===== src/rtl/baud_frac_gen.sv =====
module baud_frac_gen (
  input  logic       clk,
  input  logic       rst_n,
  input  logic [1:0] bus_addr,
  input  logic       bus_wr,
  input  logic [7:0] bus_wdata,
  output logic [7:0] bus_rdata,
  output logic       tick,
  output logic [7:0] lcr_o,
  output logic [7:0] hold_o,
  output logic [7:0] ier_o,
  output logic       rs485_pol,
  output logic       multidrop,
  output logic       xon_par_chk,
  output logic       fast_ir
);
  localparam logic [1:0] A_LO  = 2'd0;
  localparam logic [1:0] A_HI  = 2'd1;
  localparam logic [1:0] A_FX  = 2'd2;
  localparam logic [1:0] A_LCR = 2'd3;

  logic [7:0]  lcr_q, hold_q, ier_q, dlo_q, dhi_q, dfx_q;
  logic [15:0] cnt_q;
  logic [3:0]  acc_q;
  logic        ext_q;

  logic        dlab;
  logic [15:0] div;
  logic        div_wr;
  logic [16:0] limit;
  logic [4:0]  sum;

  assign dlab   = lcr_q[7];
  assign div    = {dhi_q, dlo_q};
  assign div_wr = bus_wr && dlab && (bus_addr != A_LCR);
  assign limit  = {1'b0, div} - 17'd1 + {16'd0, ext_q};
  assign sum    = {1'b0, acc_q} + {1'b0, dfx_q[3:0]};
  assign tick   = (div != 16'd0) && ({1'b0, cnt_q} == limit);

  always_ff @(posedge clk or negedge rst_n) begin
    if (!rst_n) begin
      lcr_q  <= '0;
      hold_q <= '0;
      ier_q  <= '0;
      dlo_q  <= '0;
      dhi_q  <= '0;
      dfx_q  <= '0;
    end else if (bus_wr) begin
      case (bus_addr)
        A_LO:    if (dlab) dlo_q <= bus_wdata; else hold_q <= bus_wdata;
        A_HI:    if (dlab) dhi_q <= bus_wdata; else ier_q  <= bus_wdata;
        A_FX:    if (dlab) dfx_q <= bus_wdata;
        default: lcr_q <= bus_wdata;
      endcase
    end
  end

  always_ff @(posedge clk or negedge rst_n) begin
    if (!rst_n) begin
      cnt_q <= '0;
      acc_q <= '0;
      ext_q <= 1'b0;
    end else if (div_wr) begin
      cnt_q <= '0;
      acc_q <= '0;
      ext_q <= 1'b0;
    end else if (tick) begin
      cnt_q <= '0;
      acc_q <= sum[3:0];
      ext_q <= sum[4];
    end else if (div != 16'd0) begin
      cnt_q <= cnt_q + 16'd1;
    end
  end

  always_comb begin
    case (bus_addr)
      A_LO:    bus_rdata = dlab ? dlo_q : hold_q;
      A_HI:    bus_rdata = dlab ? dhi_q : ier_q;
      A_FX:    bus_rdata = dlab ? dfx_q : 8'h00;
      default: bus_rdata = lcr_q;
    endcase
  end

  assign lcr_o       = lcr_q;
  assign hold_o      = hold_q;
  assign ier_o       = ier_q;
  assign rs485_pol   = dfx_q[7];
  assign multidrop   = dfx_q[6];
  assign xon_par_chk = dfx_q[5];
  assign fast_ir     = dfx_q[4];
endmodule


===== config.mk =====
export PLATFORM = sky130hd
export DESIGN_NAME = baud_frac_gen
export DESIGN_NICKNAME = d
export VERILOG_FILES = /design/src/rtl/baud_frac_gen.sv
export SDC_FILE = /design/constraint.sdc
export NUM_CORES = 1
export LEC_CHECK = 0
export BUFFER_PORTS_ARGS = -buffer_cell sky130_fd_sc_hd__buf_2
export CORE_ASPECT_RATIO = 1.2
export CORE_MARGIN = 5
export CORE_UTILIZATION = 63
export DETAILED_ROUTE_END_ITERATION = 8
export GPL_ROUTABILITY_DRIVEN = 1
export PLACE_DENSITY = 0.86
export SLEW_MARGIN = 15
export SYNTH_ARGS = -nofsm -noshare
export SYNTH_HDL_FRONTEND = slang
export SYNTH_SLANG_ARGS = --single-unit

===== constraint.sdc =====
create_clock -name clk -period 5.4 [get_ports clk]
set_input_delay 0.54 -clock clk [delete_from_list [all_inputs] [get_ports clk]]
set_output_delay 0.54 -clock clk [all_outputs]
set_load 0.02 [all_outputs]

==> reports/metrics.cfg <==
[clock_tree]
clk_path_buf_depth=2
clk_latency_ps=350
cts_tree=done
path_clk_slew_ps=70
holdBufCountCts=0
postCtsSetupRepairBufs=0
post_cts_resized=0
cts_max_level=3
cts-buffers-inserted=9
clock-sinks=69
root_buffer=clkbuf_8

[logic_synthesis]
synth-edff-count=0
async_flop_share_pct=100
ys_seq_elements=69
ys_types=56
syn_area_um2=4050
syn_nets=410
ys.warnings.count=0
synth.yosys.seq_area_share_pct=42.6
synth_flop_cell=dfrtp_1
syn_area_per_cell_um2=10.4
netlist_instances=389

[floorplan]
start_util_pct=63.6
fp.coreArea_um2=6370
die_w_um=83.2
rows=32
die_h_um=97.8
io-pin-count=50
fp.dieArea_um2=8140

[place]
globalplace.congestion=0.940
hpwl_mm=6.76
portBuffers=49
dp_slack_ps=2060

[worst_setup_path]
crit_type=flop to primary output
required_ps=4860
path_max_fanout=4
worstPathArrival_ps=2980
rrSetupSlack_ps=2370
worstReg2RegStart=dlo_q[0]
worstSetupEndpointType=primary output
cp-start-kind=flop
timing.rr.end=acc_q[3]
rr_worst_depth=10

[power]
p_leak_nw=1.99
ir_worst_vdd_mv=0.284
pwr_density_cell_nw_per_um2=445

[sta]
maxSlewViolCount=0
worst_slew_pin_slew_ps=1200
fin_hold_ws_ps=370
rsz0062_at_grt=false
period_share_pct=65.3
max_freq_ghz=0.284
setup_violations=0
finClkSkew_ps=10.7
slew_headroom_pct=19.6
hold_violations=0
period_minus_slack_ps=3520
layout_setup_ws_ps=1880
fin_setup_tns_ps=0

[detailed_routing]
vias=3254
drt-initial-drc-count=265
antenna_left=0
vias_per_cell=6.23
drt_pre_antenna_iters=4
wl_per_cell_um=18.3
routed_wl_mm=9.55
route.detailed.drc=0

[worst_hold_path]
min_path_type=primary input to async pin

[global_route]
gr-usage-all-layers_pct=24.8
grt_pass1_wl_mm=16.4
grt_max_degree=70
grt_pass1_vias=3359
overflow=0
antenna_found_initial=0

[final_layout]
synthToLayoutAreaGrowth_pct=13.3
nNetsFinal=453
drive_above_1_share_pct=28.6
multiInputGateArea_um2=2220
diodes=0
fillers=418
regArea_um2=1730

[flow_run]
drv_cap=0

[run_status]
outcome=finished clean

[per-stage QoR]
| step | std cells | area (um2) | util [%] | power (mW) |
|---|---|---|---|---|
| 2_1_floorplan | 389 | 4050 | - | 1.31 |
| 3_3_place_gp | 505 | 4340 | 68.2 | 1.51 |
| 3_5_place_dp | 505 | 4340 | 68.2 | 1.53 |
| 4_1_cts | 521 | 4580 | 71.9 | 2.04 |
| 5_1_grt | 522 | 4590 | 72.1 | 2.16 |
| 6_report | 522 | 4590 | 72.1 | 2.04 |
[cells by family (layout without fill, tap and decap cells)]
family                     Yosys count  after routing  synth area share, %
adders and majority gates            8              8                 2.66
and+or+nand+nor                    139            139                 19.8
AOI/OAI and AO/OA                   54             54                 8.25
muxes                               56             56                 16.1
xor gates and xnor gates            36             36                 7.78
DFF                                 69             69                 42.6
buffers and inverters               27             75                 2.81
[metal layers]
layer  global-route usage (%)  wire length (um)  up-vias
li1                         -                 -     1510
met3                     5.49               541       21
met1                     31.9              3970     1601
met4                     10.6               264        0
met5                        0                 0        -
met2                     40.4              4770      122
[cell type report]
class	count	share of cell area, %
inverters	6	0.491
clock inverters	6	2.43
repair buffers	53	6.08
multi-input cells	293	48.3
clock buffers	10	2.78
well taps	85	2.32
flip-flops and latches	69	37.6
[synthesized netlist by cell type, types with 7 or more instances]
master,count,area (um2)
dfrtp_1,69,1730
mux2_2,44,495
nand2_1,30,113
nor3_1,23,115
nor2_1,21,78.8
a21oi_1,20,100
xnor2_1,18,158
xor2_1,18,158
clkbuf_1,16,60.1
o21ai_0,13,65.1
mux2i_1,9,90.1
and3_1,8,50.1
nand4_1,8,50.1
ha_1,7,87.6
[critical path: stages, from the launching register on]
cell       delay [ps]
dfrtp_1           370
inv_1             100
ha_1              250
nor4b_1           380
or3b_1            430
xnor2_1           200
and4bb_2          250
o2111ai_1         110
nor4b_1           330
buf_2             220
[layout by cell type (no fill, tap or decap), types with 4 or more instances in the layout]
cell       n
inv_1      6
dfrtp_1   69
nor2_1    21
nand4_1    8
nor3b_1    5
xnor2_1   18
nor4b_1    6
a211oi_1   4
nand2_1   30
a21oi_1   20
nor3_1    23
clkbuf_8   9
nand3_1    6
and3_1     8
buf_2     49
xor2_1    18
ha_1       7
mux2_2    44
mux2i_1    9
a21o_1     4
o21ai_0   13
or3_1      6
nand4b_1   4
[worst max path at each step]
stage	from	endpoint	slack, ps	cells past startpoint
floorplan	dlo_q[3]	tick	2190	7
global placement	dlo_q[0]	ext_q	2210	8
detailed placement	dlo_q[0]	acc_q[1]	2060	9
CTS	dlo_q[5]	tick	1890	7
global route	dlo_q[0]	tick	1600	9
finish	dlo_q[0]	tick	1880	9
[power by group]
group	leakage (nW)	internal (mW)	switching, mW
clock	0.116	0.307	0.197
combinational	1.01	0.327	0.391
sequential	0.860	0.645	0.178
total	1.99	1.28	0.765
[sequential cells by signal (all words and copies together), names as in the netlist]
name	count
cnt_q	16
dfx_q	8
dhi_q	8
dlo_q	8
hold_o	8
ier_o	8
lcr_o	8
acc_q	4
ext_q	1
No activity file was read; power rests on OpenSTA's default activity.
